==> config.mk <==
export PLATFORM = sky130hd
export DESIGN_NAME = rx_status_delay
export DESIGN_NICKNAME = d
export VERILOG_FILES = /design/src/rtl/rsdp_pkg.sv /design/src/rtl/rsdp_evt_queue.sv /design/src/rtl/rsdp_trig_filter.sv /design/src/rtl/rsdp_status_regs.sv /design/src/rtl/rx_status_delay.sv
export SDC_FILE = /design/constraint.sdc
export NUM_CORES = 1
export LEC_CHECK = 0
export BUFFER_PORTS_ARGS = -buffer_cell sky130_fd_sc_hd__clkbuf_2
export CAP_MARGIN = 25
export CORE_MARGIN = 8
export CORE_UTILIZATION = 45
export DETAILED_ROUTE_END_ITERATION = 16
export SLEW_MARGIN = 10
export SYNTH_ARGS = -nofsm -noshare
export SYNTH_HDL_FRONTEND = slang
export SYNTH_HIERARCHICAL = 1
export SYNTH_SLANG_ARGS = --single-unit
==> constraint.sdc <==
create_clock -name clk -period 5.5 [get_ports clk]
set_input_delay 0.825 -clock clk [delete_from_list [all_inputs] [get_ports clk]]
set_output_delay 0.825 -clock clk [all_outputs]
set_load 0.03 [all_outputs]
==> src/rtl/rsdp_pkg.sv <==
package rsdp_pkg;

    // One received character's status, carried through the delay queue.
    typedef struct packed {
        logic ovr;
        logic bi;
        logic fe;
        logic pe;
    } rx_evt_t;

    localparam int TRIG_SEL_W = 2;

    // Threshold in bytes for each trigger select code.
    function automatic int trig_bytes(input logic [TRIG_SEL_W-1:0] sel);
        case (sel)
            2'd0:    return 1;
            2'd1:    return 4;
            2'd2:    return 8;
            default: return 14;
        endcase
    endfunction

endpackage

==> src/rtl/rsdp_evt_queue.sv <==
// Holds arrived characters in order. Each entry carries its own countdown.
// Only the head may leave, either when its countdown is spent or on a bypass.
module rsdp_evt_queue
    import rsdp_pkg::*;
#(
    parameter int QDEPTH   = 4,
    parameter int FIFO_DLY = 3
) (
    input  logic    clk,
    input  logic    rst,
    input  logic    push,
    input  rx_evt_t push_evt,
    input  logic    fifo_en,
    input  logic    bypass_req,
    output logic    rel,
    output rx_evt_t rel_evt,
    output logic    busy
);
    localparam int TW = $clog2(FIFO_DLY + 1);
    localparam logic [TW-1:0] LOAD_FIFO = TW'(FIFO_DLY - 1);

    logic [QDEPTH-1:0] vld_q;
    rx_evt_t           evt_q [QDEPTH];
    logic [TW-1:0]     tmr_q [QDEPTH];

    logic [QDEPTH-1:0] sh_vld;
    rx_evt_t           sh_evt [QDEPTH];
    logic [TW-1:0]     sh_tmr [QDEPTH];

    logic [QDEPTH-1:0] vld_d;
    rx_evt_t           evt_d [QDEPTH];
    logic [TW-1:0]     tmr_d [QDEPTH];

    assign rel     = vld_q[0] && ((tmr_q[0] == '0) || bypass_req);
    assign rel_evt = evt_q[0];
    assign busy    = |vld_q;

    // Slot g takes slot g+1 when the head leaves.
    for (genvar g = 0; g < QDEPTH; g++) begin : g_shift
        if (g < QDEPTH - 1) begin : g_mid
            assign sh_vld[g] = rel ? vld_q[g+1] : vld_q[g];
            assign sh_evt[g] = rel ? evt_q[g+1] : evt_q[g];
            assign sh_tmr[g] = rel ? tmr_q[g+1] : tmr_q[g];
        end else begin : g_last
            assign sh_vld[g] = rel ? 1'b0 : vld_q[g];
            assign sh_evt[g] = rel ? rx_evt_t'('0) : evt_q[g];
            assign sh_tmr[g] = rel ? '0 : tmr_q[g];
        end
    end

    always_comb begin
        logic placed;
        placed = 1'b0;
        for (int i = 0; i < QDEPTH; i++) begin
            vld_d[i] = sh_vld[i];
            evt_d[i] = sh_evt[i];
            tmr_d[i] = (sh_tmr[i] != '0) ? sh_tmr[i] - 1'b1 : '0;
            if (push && !placed && !sh_vld[i]) begin
                vld_d[i] = 1'b1;
                evt_d[i] = push_evt;
                tmr_d[i] = fifo_en ? LOAD_FIFO : '0;
                placed   = 1'b1;
            end
        end
    end

    always_ff @(posedge clk) begin
        if (rst) begin
            vld_q <= '0;
            for (int i = 0; i < QDEPTH; i++) begin
                evt_q[i] <= rx_evt_t'('0);
                tmr_q[i] <= '0;
            end
        end else begin
            vld_q <= vld_d;
            for (int i = 0; i < QDEPTH; i++) begin
                evt_q[i] <= evt_d[i];
                tmr_q[i] <= tmr_d[i];
            end
        end
    end

endmodule

==> src/rtl/rsdp_trig_filter.sv <==
// Trigger-level condition with a persistence filter of TRIG_DLY cycles.
module rsdp_trig_filter
    import rsdp_pkg::*;
#(
    parameter int LVL_W    = 5,
    parameter int TRIG_DLY = 8
) (
    input  logic                  clk,
    input  logic                  rst,
    input  logic                  fifo_en,
    input  logic [TRIG_SEL_W-1:0] trig_sel,
    input  logic [LVL_W-1:0]      fifo_level,
    output logic                  irq_trig
);
    localparam int CW = $clog2(TRIG_DLY + 1);
    localparam logic [CW-1:0] CNT_LAST = CW'(TRIG_DLY - 1);

    logic          met;
    logic [CW-1:0] cnt_q;

    assign met = fifo_en && (int'(fifo_level) >= trig_bytes(trig_sel));

    always_ff @(posedge clk) begin
        if (rst) begin
            irq_trig <= 1'b0;
            cnt_q    <= '0;
        end else if (met != irq_trig) begin
            if (cnt_q == CNT_LAST) begin
                irq_trig <= met;
                cnt_q    <= '0;
            end else begin
                cnt_q <= cnt_q + 1'b1;
            end
        end else begin
            cnt_q <= '0;
        end
    end

endmodule

==> src/rtl/rsdp_status_regs.sv <==
// Host-visible state: unread count, sticky flags, request hold.
module rsdp_status_regs
    import rsdp_pkg::*;
#(
    parameter int FIFO_DEPTH = 16,
    parameter int LVL_W      = 5
) (
    input  logic    clk,
    input  logic    rst,
    input  logic    rel,
    input  rx_evt_t rel_evt,
    input  logic    rd_data,
    input  logic    rd_status,
    input  logic    fifo_en,
    input  logic    irq_trig,
    output logic    data_ready,
    output logic    overrun,
    output logic    err_pe,
    output logic    err_fe,
    output logic    err_bi,
    output logic    irq_data,
    output logic    irq_status,
    output logic    rx_ready,
    output logic    first_seen
);
    logic [LVL_W-1:0] avail_q;
    logic [LVL_W-1:0] after_rd;
    logic [LVL_W-1:0] cap;
    rx_evt_t          flags_q;
    rx_evt_t          flag_base;
    logic             hold_q;

    assign cap       = fifo_en ? LVL_W'(FIFO_DEPTH) : LVL_W'(1);
    assign after_rd  = (rd_data && (avail_q != '0)) ? avail_q - 1'b1 : avail_q;
    assign flag_base = rd_status ? rx_evt_t'('0) : flags_q;

    always_ff @(posedge clk) begin
        if (rst) begin
            avail_q    <= '0;
            flags_q    <= rx_evt_t'('0);
            first_seen <= 1'b0;
            hold_q     <= 1'b0;
        end else begin
            avail_q    <= (rel && (after_rd < cap)) ? after_rd + 1'b1 : after_rd;
            first_seen <= first_seen | rel;
            hold_q     <= fifo_en && (hold_q || irq_trig) && data_ready;
            if (rel) begin
                flags_q <= rx_evt_t'(flag_base | rel_evt);
            end else if (rd_status) begin
                flags_q <= rx_evt_t'('0);
            end
        end
    end

    assign data_ready = (avail_q != '0);
    assign overrun    = flags_q.ovr;
    assign err_pe     = flags_q.pe;
    assign err_fe     = flags_q.fe;
    assign err_bi     = flags_q.bi;
    assign irq_data   = data_ready && !fifo_en;
    assign irq_status = |flags_q;
    assign rx_ready   = fifo_en ? ((hold_q || irq_trig) && data_ready) : data_ready;

endmodule

==> src/rtl/rx_status_delay.sv <==
module rx_status_delay
    import rsdp_pkg::*;
#(
    parameter int FIFO_DEPTH = 16,
    parameter int QDEPTH     = 4,
    parameter int FIFO_DLY   = 3,
    parameter int TRIG_DLY   = 8,
    localparam int LVL_W     = $clog2(FIFO_DEPTH + 1)
) (
    input  logic                  clk,
    input  logic                  rst,
    input  logic                  char_done,
    input  logic                  char_pe,
    input  logic                  char_fe,
    input  logic                  char_bi,
    input  logic                  rd_data,
    input  logic                  rd_status,
    input  logic                  fifo_en,
    input  logic [TRIG_SEL_W-1:0] trig_sel,
    input  logic [LVL_W-1:0]      fifo_level,
    output logic                  data_ready,
    output logic                  overrun,
    output logic                  err_pe,
    output logic                  err_fe,
    output logic                  err_bi,
    output logic                  irq_data,
    output logic                  irq_status,
    output logic                  irq_trig,
    output logic                  rx_ready
);
    rx_evt_t in_evt;
    rx_evt_t q_evt;
    logic    q_rel;
    logic    q_busy;
    logic    first_seen;
    logic    ovr_in;

    // Overrun is judged when the character arrives.
    assign ovr_in = fifo_en ? (fifo_level == LVL_W'(FIFO_DEPTH))
                            : (data_ready || q_busy);
    assign in_evt = '{ovr: ovr_in, bi: char_bi, fe: char_fe, pe: char_pe};

    rsdp_evt_queue #(
        .QDEPTH   (QDEPTH),
        .FIFO_DLY (FIFO_DLY)
    ) u_queue (
        .clk        (clk),
        .rst        (rst),
        .push       (char_done),
        .push_evt   (in_evt),
        .fifo_en    (fifo_en),
        .bypass_req (rd_data && first_seen),
        .rel        (q_rel),
        .rel_evt    (q_evt),
        .busy       (q_busy)
    );

    rsdp_trig_filter #(
        .LVL_W    (LVL_W),
        .TRIG_DLY (TRIG_DLY)
    ) u_trig (
        .clk        (clk),
        .rst        (rst),
        .fifo_en    (fifo_en),
        .trig_sel   (trig_sel),
        .fifo_level (fifo_level),
        .irq_trig   (irq_trig)
    );

    rsdp_status_regs #(
        .FIFO_DEPTH (FIFO_DEPTH),
        .LVL_W      (LVL_W)
    ) u_regs (
        .clk        (clk),
        .rst        (rst),
        .rel        (q_rel),
        .rel_evt    (q_evt),
        .rd_data    (rd_data),
        .rd_status  (rd_status),
        .fifo_en    (fifo_en),
        .irq_trig   (irq_trig),
        .data_ready (data_ready),
        .overrun    (overrun),
        .err_pe     (err_pe),
        .err_fe     (err_fe),
        .err_bi     (err_bi),
        .irq_data   (irq_data),
        .irq_status (irq_status),
        .rx_ready   (rx_ready),
        .first_seen (first_seen)
    );

endmodule

==> flow_summary.json <==
{
  "grt_pass1_wl_um": 10400,
  "synth_most_common_cell": "dfxtp_1",
  "cts_made_buffers": 5,
  "routed_wl_um": 5850,
  "crit_type": "flop to flop",
  "insertedDiodeCount": 0,
  "critPathCaptureType": "flop",
  "setup_viol": 0,
  "status": "completed",
  "synthToLayoutAreaGrowth_pct": 9.46,
  "synth_ff_type": "dfxtp_1",
  "synth-seq-area-share_pct": 33.6,
  "synthArstFlopShare_pct": 0,
  "p_leak_nw": 1.11,
  "vdd_drop_max_v": 0.000219,
  "regArea_sq_um": 881,
  "wl_per_cell_um": 15.3,
  "critPathRequiredTime_ns": 5.69,
  "finalPower_w": 0.000954,
  "cp.arrival_ns": 3.27,
  "drive_above_1_share_pct": 20.9,
  "grt_use_met1_pct": 19.0,
  "ys.warnings.count": 6,
  "cts_tree": "built",
  "synth_xor_area_share_pct": 1.67,
  "synth-edff-count": 0,
  "grt_use_met2_pct": 23.5,
  "overflow": 0,
  "netlist_area_sq_um": 2620,
  "cp-start-kind": "flop",
  "fin_worst_skew_ns": 0.00624,
  "grt_usage_pct": 14.5,
  "use_met3_pct": 3.31,
  "cts.sinks": 44,
  "postCtsHoldBufs": 0,
  "ctsResizeCount": 0,
  "yosysTopAreaCell": "dfxtp_1",
  "nets": 334,
  "rsz0062_at_grt": "no",
  "cp_max_fo": 9,
  "dieArea_sq_um": 8520,
  "fin_util_pct": 51.4,
  "clkLatencyLatePin_ns": 0.29,
  "drc_errors": 0,
  "ys_types": 74,
  "core-area_sq_um": 5570,
  "synthSimpleGateAreaFrac_pct": 24.0,
  "hold_path_class": "flop to flop",
  "h-tree-depth": 2,
  "fin_cells": 383,
  "pin_count": 25,
  "syn_inst": 294,
  "syn_nets": 318,
  "die_width_um": 92.3,
  "hpwl_um": 4190,
  "yosys_register_bits": 44,
  "fill_cells": 538,
  "synth_compound_area_share_pct": 26.4,
  "vias": 2256,
  "synth_top_family_by_area": "compound AO/OA/AOI/OAI gates",
  "post_synth_main_area_contributors": "dfxtp_1 34%, ha_1 3.8%, a221oi_2 3.4%",
  "period_share_pct": 56.0,
  "drtIter0Drc": 149,
  "multiInputGateArea_sq_um": 1580,
  "slew_viol_final": 0,
  "viasPerCell": 5.89,
  "core.rowCount": 27,
  "synth.avg_cell_area_sq_um": 8.91,
  "min_period_ns": 3.08,
  "grt_max_degree": 42,
  "maxCapViolations": 0,
  "synth_commonest_cells": "44 x dfxtp_1, 24 x nor2_1, 20 x inv_1",
  "top_usage_layer": "met2",
  "tns_ns": 0,
  "hold_violations": 0,
  "synth_mux_area_share_pct": 4.25,
  "clk_pin_slew_worst_paths_ns": 0.09,
  "drtPass1Iterations": 4,
  "relSlewSlack_pct": 37.3,
  "routabilityCongestion": 0.798,
  "max_freq_mhz": 324,
  "worst_hold_slack_ns": 0.463,
  "portBuffers": 24,
  "powerDensity_nw_per_um2": 333,
  "dp_cells": 375,
  "fp.dieH_um": 92.3,
  "synth_top_area_share_pct": 33.6,
  "grt_pass1_vias": 2255,
  "synth_adder_area_share_pct": 3.82,
  "cts_buffer_depth": 2,
  "start_util_pct": 47.0,
  "antenna_found_initial": 0,
  "root_buffer": "clkbuf_8",
  "post_cts_buffers": 0,
  "tightestPinTransition_ns": 0.940,
  "drt.antenna.violating_nets": 0
}
[final timing paths]
check             depth (start not counted)  slack (ns)                               end                              from
hold reg to reg                           2        0.46  u_queue/evt_q[1][3]$_SDFFE_PP0P_  u_queue/evt_q[2][3]$_SDFFE_PP0P_
setup / recovery                         10        2.42      u_regs/avail_q[3]$_SDFF_PP0_      u_regs/avail_q[0]$_SDFF_PP0_
setup reg to reg                         10        2.42      u_regs/avail_q[3]$_SDFF_PP0_      u_regs/avail_q[0]$_SDFF_PP0_
hold / removal                            2        0.46  u_queue/evt_q[1][3]$_SDFFE_PP0P_  u_queue/evt_q[2][3]$_SDFFE_PP0P_
[metrics by stage]
stage	setup WS, ns	instance area, sq um
after CTS	2.43	2870
after global placement	2.13	2750
final	2.42	2870
after global routing	2.18	2870
after detailed placement	2.13	2750
after floorplan	2.16	2620
[kinds of logic after synthesis]
group	after synthesis
AOI/OAI and AO/OA	87
adders and majority gates	8
buffers and inverters	37
and+or+nand+nor	104
muxes	9
xor gates and xnor gates	5
DFF	44
[flip-flops by register name, indices dropped and copies added (netlist names), 4 cells and up]
name and count:
u_queue/tmr_q 8, u_queue/evt_q 16, u_queue/vld_q 4, u_trig/cnt_q 4, u_regs/avail_q 5
[cells in the final DEF (no fill, tap or decap), drive strengths merged, types with 5 or more instances in the layout]
| master | Yosys | routed |
|---|---|---|
| nor3 | 6 | 6 |
| nand3b | 5 | 5 |
| nor4b | 5 | 5 |
| nand3 | 12 | 12 |
| dfxtp | 44 | 44 |
| a21oi | 19 | 19 |
| a221oi | 11 | 11 |
| o21ai | 13 | 13 |
| a211oi | 6 | 6 |
| o211ai | 5 | 5 |
| clkbuf | 7 | 29 |
| inv | 22 | 23 |
| o22ai | 5 | 5 |
| nor2 | 24 | 24 |
| ha | 8 | 8 |
| nand2 | 20 | 20 |
| mux2i | 8 | 8 |
[layout make-up]
| type | count | area share [%] |
|---|---|---|
| clock buffer | 5 | 2.40 |
| clock inverter | 3 | 1.61 |
| inverter | 22 | 2.97 |
| multi-input combinational | 213 | 55.0 |
| sequential | 44 | 30.7 |
| tap | 72 | 3.14 |
| timing repair buffer | 24 | 4.19 |
[per-layer routing]
layer / vias to the layer above / share of wire [%]
met5: - / 0
met4: 0 / 0.39
met3: 2 / 4.6
met2: 42 / 45
met1: 1089 / 50
li1: 1123 / -
[critical path, stage by stage (launching register included)]
cell and delay (ns):
dfxtp_1 0.40, inv_1 0.09, ha_1 0.25, nand3b_1 0.12
o21ai_0 0.21, inv_1 0.09, ha_1 0.31, and4_4 0.18
or4b_4 0.52, or4_4 0.53, mux2_4 0.30
[power by group]
group | internal (W) | switching, W
combinational | 0.000125 | 0.000205
clock | 0.000137 | 0.000118
sequential | 0.000337 | 0.0000323
total | 0.000599 | 0.000355
(Power assumes the default switching activity.)
